File: config.mk
export PLATFORM = sky130hd
export DESIGN_NAME = frm_alarm_irq_bank
export DESIGN_NICKNAME = d
export VERILOG_FILES = /design/src/rtl/frm_alarm_pkg.sv /design/src/rtl/frm_alarm_detect.sv /design/src/rtl/frm_alarm_regs.sv /design/src/rtl/frm_alarm_irq.sv /design/src/rtl/frm_alarm_irq_bank.sv
export SDC_FILE = /design/constraint.sdc
export NUM_CORES = 1
export LEC_CHECK = 0
export BUFFER_PORTS_ARGS = -buffer_cell sky130_fd_sc_hd__buf_4
export CORE_UTILIZATION = 43
export CTS_CLUSTER_SIZE = 8
export DETAILED_ROUTE_END_ITERATION = 6
export HOLD_SLACK_MARGIN = 0.12
export PLACE_DENSITY = 0.89
export SYNTH_ARGS = -nofsm -noshare
export SYNTH_HDL_FRONTEND = slang
export SYNTH_SLANG_ARGS = --single-unit
File: constraint.sdc
create_clock -name clk -period 2.9 [get_ports clk]
set_clock_uncertainty 0.15 [all_clocks]
set_input_delay 0.145 -clock clk [delete_from_list [all_inputs] [get_ports clk]]
set_output_delay 0.145 -clock clk [all_outputs]
set_load 0.05 [all_outputs]
File: src/rtl/frm_alarm_pkg.sv
// Package: shared widths, register addresses and source bit positions for
// the framer alarm interrupt register bank.
package frm_alarm_pkg;
    localparam int ADDR_W = 16;
    localparam int DATA_W = 8;
    localparam int NSRC   = 2;
    // Source order: 0 = bipolar violation, 1 = loss of signal.
    localparam int unsigned SRC_POS [NSRC] = '{3, 4};
    localparam logic [ADDR_W-1:0] ADDR_CTRL = 16'h0B00;
    localparam logic [ADDR_W-1:0] ADDR_GATE = 16'h0B01;
    localparam logic [ADDR_W-1:0] ADDR_STAT = 16'h0B02;
    localparam logic [ADDR_W-1:0] ADDR_ENAB = 16'h0B03;
    localparam int CTRL_RUR_BIT = 0;
    localparam int GATE_BIT     = 1;
endpackage

File: src/rtl/frm_alarm_detect.sv
// Module: per-source frame alarm change detector.
// Accumulates events across one frame. On frame_tick it compares the
// frame's level with the previous frame's level and pulses chg when they
// differ. Assumes frame_tick is a single-cycle strobe.
module frm_alarm_detect #(
    parameter int NSRC = 2
) (
    input  logic            clk,
    input  logic            rst_n,
    input  logic            frame_tick,
    input  logic [NSRC-1:0] evt,
    output logic [NSRC-1:0] chg
);
    for (genvar i = 0; i < NSRC; i++) begin : g_src
        logic acc_q, prev_q, level;
        assign level  = acc_q | evt[i];
        assign chg[i] = frame_tick & (level ^ prev_q);
        // Accumulate within a frame; store the level at the frame end.
        always_ff @(posedge clk) begin
            if (!rst_n) begin
                acc_q  <= 1'b0;
                prev_q <= 1'b0;
            end else if (frame_tick) begin
                acc_q  <= 1'b0;
                prev_q <= level;
            end else begin
                acc_q  <= level;
            end
        end
    end
endmodule

File: src/rtl/frm_alarm_regs.sv
// Module: register file for control, gate, sticky status and enables.
// Assumes cpu_wr and cpu_rd are one-cycle strobes. Read data is a
// combinational function of cpu_addr. Set beats clear.
module frm_alarm_regs
    import frm_alarm_pkg::*;
(
    input  logic              clk,
    input  logic              rst_n,
    input  logic [NSRC-1:0]   chg,
    input  logic [ADDR_W-1:0] cpu_addr,
    input  logic              cpu_wr,
    input  logic              cpu_rd,
    input  logic [DATA_W-1:0] cpu_wdata,
    output logic [DATA_W-1:0] cpu_rdata,
    output logic [NSRC-1:0]   stat_q,
    output logic [NSRC-1:0]   en_q,
    output logic              gate_q
);
    logic rur_q;
    logic sel_ctrl, sel_gate, sel_stat, sel_enab, mapped;
    logic [NSRC-1:0] clr;
    logic [DATA_W-1:0] stat_byte, en_byte;

    assign sel_ctrl = (cpu_addr == ADDR_CTRL);
    assign sel_gate = (cpu_addr == ADDR_GATE);
    assign sel_stat = (cpu_addr == ADDR_STAT);
    assign sel_enab = (cpu_addr == ADDR_ENAB);
    assign mapped   = sel_ctrl | sel_gate | sel_stat | sel_enab;

    for (genvar i = 0; i < NSRC; i++) begin : g_clr
        // Clear request per source according to the selected mode.
        assign clr[i] = rur_q ? (cpu_rd & sel_stat)
                              : (cpu_wr & sel_stat & cpu_wdata[SRC_POS[i]]);
    end

    // Control, gate and enable registers written by the processor.
    always_ff @(posedge clk) begin
        if (!rst_n) begin
            rur_q  <= 1'b0;
            gate_q <= 1'b0;
            en_q   <= '0;
        end else if (cpu_wr) begin
            if (sel_ctrl) rur_q  <= cpu_wdata[CTRL_RUR_BIT];
            if (sel_gate) gate_q <= cpu_wdata[GATE_BIT];
            if (sel_enab)
                for (int i = 0; i < NSRC; i++) en_q[i] <= cpu_wdata[SRC_POS[i]];
        end
    end

    // Sticky status: a detected change sets, a clear request resets.
    always_ff @(posedge clk) begin
        if (!rst_n) stat_q <= '0;
        else        stat_q <= chg | (stat_q & ~clr);
    end

    // Place the per-source bits at their byte positions.
    always_comb begin
        stat_byte = '0;
        en_byte   = '0;
        for (int i = 0; i < NSRC; i++) begin
            stat_byte[SRC_POS[i]] = stat_q[i];
            en_byte[SRC_POS[i]]   = en_q[i];
        end
    end

    // Read multiplexer; unmapped addresses return zero.
    always_comb begin
        cpu_rdata = '0;
        if (sel_ctrl) cpu_rdata[CTRL_RUR_BIT] = rur_q;
        if (sel_gate) cpu_rdata[GATE_BIT]     = gate_q;
        if (sel_stat) cpu_rdata = stat_byte;
        if (sel_enab) cpu_rdata = en_byte;
    end

    for (genvar i = 0; i < NSRC; i++) begin : g_chk

        set_wins_chk: assert property (@(posedge clk) disable iff (!rst_n)
            chg[i] |=> stat_q[i]);

        w1c_clear_chk: assert property (@(posedge clk) disable iff (!rst_n)
            (cpu_wr && sel_stat && !rur_q && cpu_wdata[SRC_POS[i]] && !chg[i])
            |=> !stat_q[i]);

        rur_clear_chk: assert property (@(posedge clk) disable iff (!rst_n)
            (cpu_rd && sel_stat && rur_q && !chg[i]) |=> !stat_q[i]);
    end


    unmapped_wr_chk: assert property (@(posedge clk) disable iff (!rst_n)
        (cpu_wr && !mapped) |=> ($stable(en_q) && $stable(gate_q) && $stable(rur_q)));
endmodule

File: src/rtl/frm_alarm_irq.sv
// Module: interrupt combiner.
// Registers the OR of enabled status bits, gated by the block-level enable.
module frm_alarm_irq #(
    parameter int NSRC = 2
) (
    input  logic            clk,
    input  logic            rst_n,
    input  logic [NSRC-1:0] stat,
    input  logic [NSRC-1:0] en,
    input  logic            gate,
    output logic            irq
);
    // Register the gated interrupt request.
    always_ff @(posedge clk) begin
        if (!rst_n) irq <= 1'b0;
        else        irq <= gate & (|(stat & en));
    end


    gate_block_chk: assert property (@(posedge clk) disable iff (!rst_n)
        !gate |=> !irq);

    no_source_chk: assert property (@(posedge clk) disable iff (!rst_n)
        ((stat & en) == '0) |=> !irq);
endmodule

File: src/rtl/frm_alarm_irq_bank.sv
// Module: top of the framer alarm interrupt register bank.
// Connects the change detector, the register file and the interrupt combiner.
// Assumes events and strobes are synchronous to clk.
module frm_alarm_irq_bank
    import frm_alarm_pkg::*;
(
    input  logic              clk,
    input  logic              rst_n,
    input  logic              frame_tick,
    input  logic              bpv_evt,
    input  logic              los_evt,
    input  logic [ADDR_W-1:0] cpu_addr,
    input  logic              cpu_wr,
    input  logic              cpu_rd,
    input  logic [DATA_W-1:0] cpu_wdata,
    output logic [DATA_W-1:0] cpu_rdata,
    output logic              irq
);
    logic [NSRC-1:0] evt, chg, stat, en;
    logic gate;

    assign evt = {los_evt, bpv_evt};

    frm_alarm_detect #(.NSRC(NSRC)) i_detect (
        .clk(clk), .rst_n(rst_n), .frame_tick(frame_tick), .evt(evt), .chg(chg)
    );

    frm_alarm_regs i_regs (
        .clk(clk), .rst_n(rst_n), .chg(chg),
        .cpu_addr(cpu_addr), .cpu_wr(cpu_wr), .cpu_rd(cpu_rd),
        .cpu_wdata(cpu_wdata), .cpu_rdata(cpu_rdata),
        .stat_q(stat), .en_q(en), .gate_q(gate)
    );

    frm_alarm_irq #(.NSRC(NSRC)) i_irq (
        .clk(clk), .rst_n(rst_n), .stat(stat), .en(en), .gate(gate), .irq(irq)
    );
endmodule

==> metrics.yaml, run 1 <==
die:
  io_pins: 40
  core-area_mm2: 0.00133
  fp.dieW_um: 40.1
  die_area_mm2: 0.00161
  initial_core_util_pct: 46.9
  fp.dieH_um: 40.1
  row_count: 13
setup_path:
  cp-end-kind: "flip-flop"
  r2r_cells: 3
  critPathCapture: "i_detect.g_src[0].prev_q$_SDFFE_PN0P_"
  rrSetupSlack_ns: 1.42
  worstPathMaxFanout: 3
  required_ns: 2.90
  path_class: "in -> reg"
  rr_startpoint: "i_detect.g_src[0].prev_q$_SDFFE_PN0P_"
  startpoint_type: "input port"
  crit_start: "bpv_evt"
  regToRegEndpoint: "i_detect.g_src[0].prev_q$_SDFFE_PN0P_"
  worstPathArrival_ns: 1.72
clocking:
  clk_path_buf_depth: 2
  htreeDepth: 1
  cts_tree: "built"
  cts_buffers: 3
  clock-sinks: 11
  post_cts_buffers: 0
  clock_latency_ns: 0.27
  clkTransAtPathRegs_ns: 0.07
  root_buffer: "clkbuf_4"
sta:
  whs_ns: 0.167
  setup_violations: 0
  setup-tns-final_ns: 0
  drv_slew: 0
  finalHoldViolCount: 0
  fmax_mhz: 583
  period_share_pct: 59.2
  rsz0062_at_grt: "false"
  post-route-min-period_ns: 1.72
status:
  status: "complete, no violations"
grt:
  grt_pass1_vias: 612
  grt_use_met3_pct: 8.33
  antenna_found_initial: 0
  grt_pass1_wl_um: 2620
  grt_util_met1_pct: 26.2
  met2_usage_pct: 44.4
  grt_max_degree: 11
  grt.total_usage_pct: 24.9
  overflow: 0
  grt-busiest-layer: "met2"
synth:
  synth.avg_cell_area_um2: 8.57
  syn_inst: 73
  synth-seq-area-share_pct: 35.2
  synthDistinctLibCells: 24
  synth_xor_area_share_pct: 2.80
  synth-simple-area-share_pct: 35.6
  synth_compound_area_share_pct: 12.8
  synthAdderAreaFrac_pct: 0
  synth.area.mux_share_pct: 6.40
  synth_top_family_by_area: "simple AND/OR/NAND/NOR gates"
  syn_area_um2: 626
  ys.warnings.count: 0
  ys_seq_elements: 11
routing:
  drcViolationCount: 0
  vias: 679
  vias_per_cell: 5.11
  final_antenna_net_count: 0
  first_pass_iters: 4
  wl_per_cell_um: 12.8
  routed_wl_um: 1710
  drtIter0Drc: 14
layout:
  nFillCells: 97
  seq_area_um2: 220
  multi_input_area_um2: 375
  final_util_pct: 75.5
  layout-drive-gt1-share_pct: 33.1
  syn2layout_area_growth_pct: 61.0
  final_nets: 150
  antenna_cells: 0
place:
  port_buffers: 31
  post-dp-hpwl_um: 1190
  gp_congestion: 0.694
power:
  leakagePower_nw: 0.433
  p_per_area_mw_per_mm2: 345
  ir_worst_vdd_mv: 0.201
min_path:
  hold_path.class: "in -> reg"
flow_run:
  maxCapViolCount: 0
==> through the flow <==
step | power (mW) | setup slack [ns] | area [µm²] | std cells
floorplan | 0.202 | 0.794 | 637 | 76
global placement | 0.231 | 1.37 | 851 | 116
detailed placement | 0.234 | 1.38 | 851 | 116
CTS | 0.348 | 1.20 | 1010 | 133
global route | 0.365 | 1.12 | 1010 | 133
finish | 0.347 | 1.18 | 1010 | 133
==> cell usage after synthesis, drive strengths merged <==
master | number | area, µm²
nor2 | 14 | 52.6
dfxtp | 11 | 220
nand2 | 8 | 30.0
buf | 4 | 30.0
mux2i | 4 | 40.0
nand4 | 4 | 31.3
a21oi | 3 | 15.0
nor3b | 3 | 27.5
a211oi | 2 | 15.0
a31o | 2 | 17.5
clkbuf | 2 | 7.51
nand2b | 2 | 12.5
nor4 | 2 | 42.5
o211ai | 2 | 15.0
o21ai | 2 | 10.0
xor2 | 2 | 17.5
a22oi | 1 | 7.51
and4 | 1 | 11.3
and4b | 1 | 10.0
conb | 1 | 3.75
inv | 1 | 3.75
nor3 | 1 | 5.00
==> cell families (layout without fill, tap and decap cells) <==
kind of cell,Yosys count,count (layout)
simple gates,36,36
compound gates,12,12
flops,11,11
buf+inv,7,49
mux,4,4
xor+xnor,2,2
other cells,1,4
==> registers in the layout, summed over array words and instances (netlist names) <==
signal                 flops
i_irq.irq                  1
i_detect.g_src.acc_q       2
i_regs.gate_q              1
i_detect.g_src.prev_q      2
i_regs.stat_q              2
i_regs.rur_q               1
i_regs.en_q                2
==> critical path, stage by stage <==
cell           delay (ns)
dlygate4sd3_1        0.53
buf_4                0.13
nor2_1               0.21
a211oi_1             0.12
dlygate4sd3_1        0.59
==> area by class of cell <==
class	count	share of cell area [%]
Clock buffer	4	2.61
Tap cell	15	1.86
Multi-Input combinational cell	58	37.3
Inverter	1	0.373
Timing Repair Buffer	44	36.0
Sequential cell	11	21.9
==> what timing repair did <==
item,4_1_cts,5_1_grt
hold endpoints to repair,11,0
endpoints found under the setup margin,0,0
resized for setup,0,0
hold buffers,13,0
==> placed cells by master, fill, tap and decap left out, drive strengths merged, types with 3 or more instances in the layout <==
cell type    synthesis  final
a21oi                3      3
buf                  4     31
clkbuf               2      4
conb                 1      4
dfxtp               11     11
dlygate4sd3          0     13
mux2i                4      4
nand2                8      8
nand4                4      4
nor2                14     14
nor3b                3      3
==> layer usage <==
layer / wire length (µm) / share of wire, %
met5: 0 / 0
met4: 42 / 2.5
met3: 74 / 4.3
met2: 884 / 52
met1: 708 / 41
==> how the worst min path moves through the flow <==
stage / start / end / slack, ns / cells after the start
final: cpu_wr / i_regs.en_q[0]$_SDFFE_PN0P_ / 0.17 / 4
after floorplan: frame_tick / i_detect.g_src[1].prev_q$_SDFFE_PN0P_ / 0.09 / 1
after detailed placement: frame_tick / i_detect.g_src[0].prev_q$_SDFFE_PN0P_ / 0.22 / 2
after CTS: cpu_wr / i_regs.en_q[0]$_SDFFE_PN0P_ / 0.15 / 4
after global routing: cpu_wr / i_regs.en_q[0]$_SDFFE_PN0P_ / 0.18 / 4
after global placement: frame_tick / i_detect.g_src[0].prev_q$_SDFFE_PN0P_ / 0.22 / 2
==> report_power, final <==
part	internal [mW]	switching (mW)
combinational	0.0425	0.0397
clock	0.0533	0.0492
sequential	0.158	0.00473
total	0.254	0.0936
(Power assumes the default switching activity.)
==> run 2, diff against run 1 <==
--- a/config.mk
+++ b/config.mk
@@ -6,11 +6,11 @@
 export NUM_CORES = 1
 export LEC_CHECK = 0
 export BUFFER_PORTS_ARGS = -buffer_cell sky130_fd_sc_hd__buf_4
-export CORE_UTILIZATION = 43
+export CORE_UTILIZATION = 40
 export CTS_CLUSTER_SIZE = 8
 export DETAILED_ROUTE_END_ITERATION = 6
 export HOLD_SLACK_MARGIN = 0.12
-export PLACE_DENSITY = 0.89
+export PLACE_DENSITY = 0.84
 export SYNTH_ARGS = -nofsm -noshare
 export SYNTH_HDL_FRONTEND = slang
 export SYNTH_SLANG_ARGS = --single-unit
==> constraint.sdc (replaced) <==
create_clock -name clk -period 1.7 [get_ports clk]
set_clock_uncertainty 0.15 [all_clocks]
set_input_delay 0.085 -clock clk [delete_from_list [all_inputs] [get_ports clk]]
set_output_delay 0.085 -clock clk [all_outputs]
set_load 0.05 [all_outputs]
==> run 2 against run 1 <==
Compared with the run above:
- core utilization about the same
- via count up 2.5%
- cell count up 3.0%
- sequential power up 70%
- routed wire length unchanged
- clock power up 76%
- non-clock buffer count up 4
- global-route usage down 3.9 points
- critical path depth unchanged
- register-to-register slack worse by 1.1 ns
- combinational power up 74%
- critical path type unchanged
==> metrics.yaml, run 2 (synthesis results as in run 1) <==
routing:
  vias: 696
  routed_wl_um: 1710
  wl_per_cell_um: 12.5
  first_pass_iters: 4
  final_antenna_net_count: 0
  vias_per_cell: 5.08
  drcViolationCount: 0
  drtIter0Drc: 17
clocking:
  clock-sinks: 11
  root_buffer: "clkbuf_4"
  cts_tree: "built"
  cts_resized: 0
  clkTransAtPathRegs_ns: 0.07
  cts_buffers: 3
  clock_latency_ns: 0.27
  clk_path_buf_depth: 2
  htreeDepth: 1
min_path:
  hp-start: "cpu_addr[14]"
  hold_path.class: "in -> reg"
  hold_end: "i_regs.rur_q$_SDFFE_PN0P_"
  hold_depth: 5
layout:
  nFillCells: 101
  final_nets: 154
  multi_input_area_um2: 380
  layout-drive-gt1-share_pct: 35.2
  seq_area_um2: 220
  mostFrequentLayoutCells: "buf_4 (34), nor2_1 (14), dlygate4sd3_1 (14)"
  final_common_cell: "buf_4"
  fin_cells: 137
  syn2layout_area_growth_pct: 67.0
  antenna_cells: 0
setup_path:
  cp-end-kind: "flip-flop"
  rrSetupSlack_ns: 0.29
  required_ns: 1.71
  startpoint_type: "input port"
  regToRegEndpoint: "i_detect.g_src[1].prev_q$_SDFFE_PN0P_"
  path_class: "in -> reg"
  worstPathMaxFanout: 3
  crit_start: "los_evt"
  rr_startpoint: "i_detect.g_src[1].acc_q$_SDFF_PP0_"
  worstPathArrival_ns: 1.63
  r2r_cells: 3
place:
  post-dp-hpwl_um: 1180
  gp_congestion: 0.757
  place_inst: 116
  port_buffers: 31
power:
  ir_worst_vdd_mv: 0.452
  p_per_area_mw_per_mm2: 574
  p_total_mw: 0.599
  leakagePower_nw: 0.448
die:
  io_pins: 40
  row_count: 13
  die_area_mm2: 0.00173
  fp.dieW_um: 41.5
  initial_core_util_pct: 45.2
  fp.dieH_um: 41.5
  core-area_mm2: 0.00138
sta:
  setup_violations: 0
  post-route-min-period_ns: 1.62
  finalHoldViolCount: 0
  drv_slew: 0
  period_share_pct: 95.2
  fmax_mhz: 618
grt:
  antenna_found_initial: 0
  grt_max_degree: 11
  grt.total_usage_pct: 21.1
  overflow: 0
  grt_pass1_wl_um: 2780
  grt_pass1_vias: 641
status:
  status: "complete, no violations"
flow_run:
  maxCapViolCount: 0
-- run 2: changes by cell type in the layout (fill, tap and decap cells not counted) --
cell and delta:
dlygate4sd3_1 +1, nor3b_2 +1, nor3b_1 -1, buf_4 +3
-- run 2: through the flow --
step	hold slack (ns)	instance area, µm²	worst slack, ns	setup TNS [ns]	utilization [%]
floorplan	0.0306	642	0.189	0	-
global placement	0.158	856	0.307	0	61.9
detailed placement	0.163	856	0.276	0	61.9
CTS	0.145	1020	0.0297	0	73.9
global route	0.141	1040	-0.0103	-0.0103	75.6
finish	0.111	1040	0.0820	0	75.6
-- run 2: timing repair --
| action | in CTS | in global routing |
|---|---|---|
| hold endpoints to repair | 11 | 1 |
| hold buffers | 14 | 1 |
| setup buffers | 0 | 3 |
| endpoints found under the setup margin | 0 | 1 |
-- run 2: worst max path at each step --
| stage | endpoint | slack, ns |
|---|---|---|
| after floorplan | cpu_rdata[3] | 0.19 |
| final | i_detect.g_src[1].prev_q$_SDFFE_PN0P_ | 0.08 |
| after global routing | i_detect.g_src[1].prev_q$_SDFFE_PN0P_ | -0.01 |
| after CTS | i_regs.rur_q$_SDFFE_PN0P_ | 0.03 |
| after global placement | cpu_rdata[0] | 0.31 |
| after detailed placement | i_regs.stat_q[1]$_SDFF_PN0_ | 0.28 |
-- run 2: worst max-delay path, stage by stage --
cell and delay [ns]:
dlygate4sd3_1 0.55, buf_4 0.14, nor2_1 0.20, a211oi_1 0.10, dlygate4sd3_1 0.56
-- run 2: report_power, final --
group	leakage (nW)	internal (mW)	switching, mW
combinational	0.343	0.0761	0.0666
clock	0.0150	0.0910	0.0889
sequential	0.0900	0.269	0.00776
-- run 2: cell type report --
type / instances / share of cell area, %
Multi-Input combinational cell: 58 / 36.4
Clock buffer: 4 / 2.51
Inverter: 1 / 0.359
Tap cell: 15 / 1.80
Timing Repair Buffer: 48 / 37.8
Sequential cell: 11 / 21.1
-- run 2: metal layers --
metal	wire length, µm	up-vias	part of all wire [%]	global-route usage [%]
met5	0	-	0	0
met4	48	0	2.8	8.39
met3	95	6	5.6	7.83
met2	880	27	51	35.3
met1	684	312	40	24.1
li1	-	351	-	-
==> run 3, diff against run 2 <==
--- a/config.mk
+++ b/config.mk
@@ -6,11 +6,13 @@
 export NUM_CORES = 1
 export LEC_CHECK = 0
 export BUFFER_PORTS_ARGS = -buffer_cell sky130_fd_sc_hd__buf_4
-export CORE_UTILIZATION = 40
+export CORE_UTILIZATION = 43
+export CTS_BUF_LIST = sky130_fd_sc_hd__clkbuf_8
 export CTS_CLUSTER_SIZE = 8
 export DETAILED_ROUTE_END_ITERATION = 6
 export HOLD_SLACK_MARGIN = 0.12
-export PLACE_DENSITY = 0.84
+export MAX_ROUTING_LAYER = met4
+export PLACE_DENSITY = 0.89
 export SYNTH_ARGS = -nofsm -noshare
 export SYNTH_HDL_FRONTEND = slang
 export SYNTH_SLANG_ARGS = --single-unit
==> run 3 against run 2 <==
Compared with the run above:
- cell count shrank 2.2%
- clock power grew 43%
- largest cell class is now multi-input gates
- maximum frequency shrank 1.6%
- first-iteration DRC count up 5.9%
- combinational power about the same
==> metrics.yaml, run 3 (synthesis results as in run 1) <==
grt:
  antenna_found_initial: 0
  grt.total_usage_pct: 24.3
  grt_max_degree: 11
  grt_pass1_wl_um: 2530
  grt_pass1_vias: 578
  overflow: 0
clocking:
  cts_buffers: 3
  cts_resized: 0
  root_buffer: "clkbuf_8"
  cts_tree: "built"
  clock-sinks: 11
  clkTransAtPathRegs_ns: 0.05
  htreeDepth: 1
  clock_latency_ns: 0.24
  clk_path_buf_depth: 2
sta:
  post-route-min-period_ns: 1.64
  setup_violations: 0
  drv_slew: 0
  finalHoldViolCount: 0
  fmax_mhz: 608
  setup-tns-final_ns: 0
  period_share_pct: 96.7
  whs_ns: 0.163
  rsz0062_at_grt: "false"
layout:
  final_nets: 151
  final_common_cell: "buf_4"
  mostFrequentLayoutCells: "buf_4 (32), nor2_1 (14), dlygate4sd3_1 (13)"
  syn2layout_area_growth_pct: 66.0
  fin_cells: 134
  antenna_cells: 0
  layout-drive-gt1-share_pct: 34.5
die:
  fp.dieH_um: 40.1
  die_area_mm2: 0.00161
  core-area_mm2: 0.00133
  row_count: 13
  initial_core_util_pct: 46.9
  io_pins: 40
  fp.dieW_um: 40.1
routing:
  met1_length_um: 702
  wl_per_cell_um: 12.7
  drtIter0Drc: 18
  met3_length_um: 88
  met2_length_um: 901
  routed_wl_um: 1700
  top_layer: "met4"
  drcViolationCount: 0
  vias_per_cell: 5.16
  final_antenna_net_count: 0
  vias: 692
  first_pass_iters: 4
status:
  status: "complete, no violations"
place:
  place_inst: 116
  post-dp-hpwl_um: 1250
  gp_congestion: 0.747
  port_buffers: 31
setup_path:
  startpoint_type: "input port"
  path_class: "in -> reg"
  required_ns: 1.68
  worstPathMaxFanout: 3
  cp-end-kind: "flip-flop"
  worstPathArrival_ns: 1.62
power:
  p_seq_share_pct: 41.2
  p_int_mw: 0.502
  p_total_mw: 0.675
  p_per_area_mw_per_mm2: 650
  pwr-share-clk_pct: 38.0
  p_sw_mw: 0.172
  ir_worst_vdd_mv: 0.534
  leakagePower_nw: 0.448
  sw_frac_of_total_pct: 25.5
  comb_power_share_pct: 20.8
min_path:
  hold_path.class: "in -> reg"
flow_run:
  maxCapViolCount: 0
==> run 3: cell count changes in the layout (fill, tap and decap cells not counted), sizes merged <==
cell,change
buf,-2
clkbuf,-1
dlygate4sd3,-1
inv,+1
==> run 3: repair_timing <==
item,4_1_cts,5_1_grt
endpoints found under the hold margin,11,0
setup buffers,0,1
hold buffers,13,0
endpoints found under the setup margin,0,1
==> run 3: final timing paths <==
kind | startpoint | endpoint | slack, ns | cells after the start
min reg2reg | i_regs.rur_q$_SDFFE_PN0P_ | i_regs.rur_q$_SDFFE_PN0P_ | 0.35 | 2
max reg2reg | i_detect.g_src[0].acc_q$_SDFF_PP0_ | i_detect.g_src[0].prev_q$_SDFFE_PN0P_ | 0.31 | 3
min | cpu_addr[15] | i_regs.rur_q$_SDFFE_PN0P_ | 0.16 | 5
max | bpv_evt | i_detect.g_src[0].prev_q$_SDFFE_PN0P_ | 0.06 | 5
==> run 3: layer usage <==
metal  vias up  track usage [%]
met2        27             43.1
met1       321             27.9
met3         2             8.33
li1        342                -
met5         -                -
met4         0                0
==> run 3: layout make-up <==
class / count / area, µm²
multi-input cells: 58 / 380
repair buffers: 45 / 370
fillers: 98 / 295
flip-flops and latches: 11 / 220
clock buffers: 3 / 41.3
well taps: 15 / 18.8
clock inverters: 1 / 3.75
inverters: 1 / 3.75
==> run 3: per-stage QoR <==
| step | area [µm²] | util [%] | setup WS [ns] |
|---|---|---|---|
| finish | 1040 | 77.9 | 0.0561 |
| global route | 1040 | 77.9 | 0.00359 |
| CTS | 1030 | 77.3 | 0.0878 |
| detailed placement | 856 | 64.2 | 0.275 |
| global placement | 856 | 64.2 | 0.321 |
| floorplan | 642 | - | 0.189 |
==> run 3: power by group through the flow <==
stage               Clock [mW]  Combinational, mW  Sequential [mW]
global placement             0              0.113            0.282
finish                   0.257              0.140            0.278
global route             0.277              0.150            0.278
floorplan                    0             0.0648            0.280
detailed placement           0              0.117            0.282
CTS                      0.264              0.138            0.277
==> run 3: worst max-delay path, stage by stage <==
cell           delay (ns)
dlygate4sd3_1        0.55
buf_4                0.14
nor2_1               0.20
a211oi_1             0.10
dlygate4sd3_1        0.55
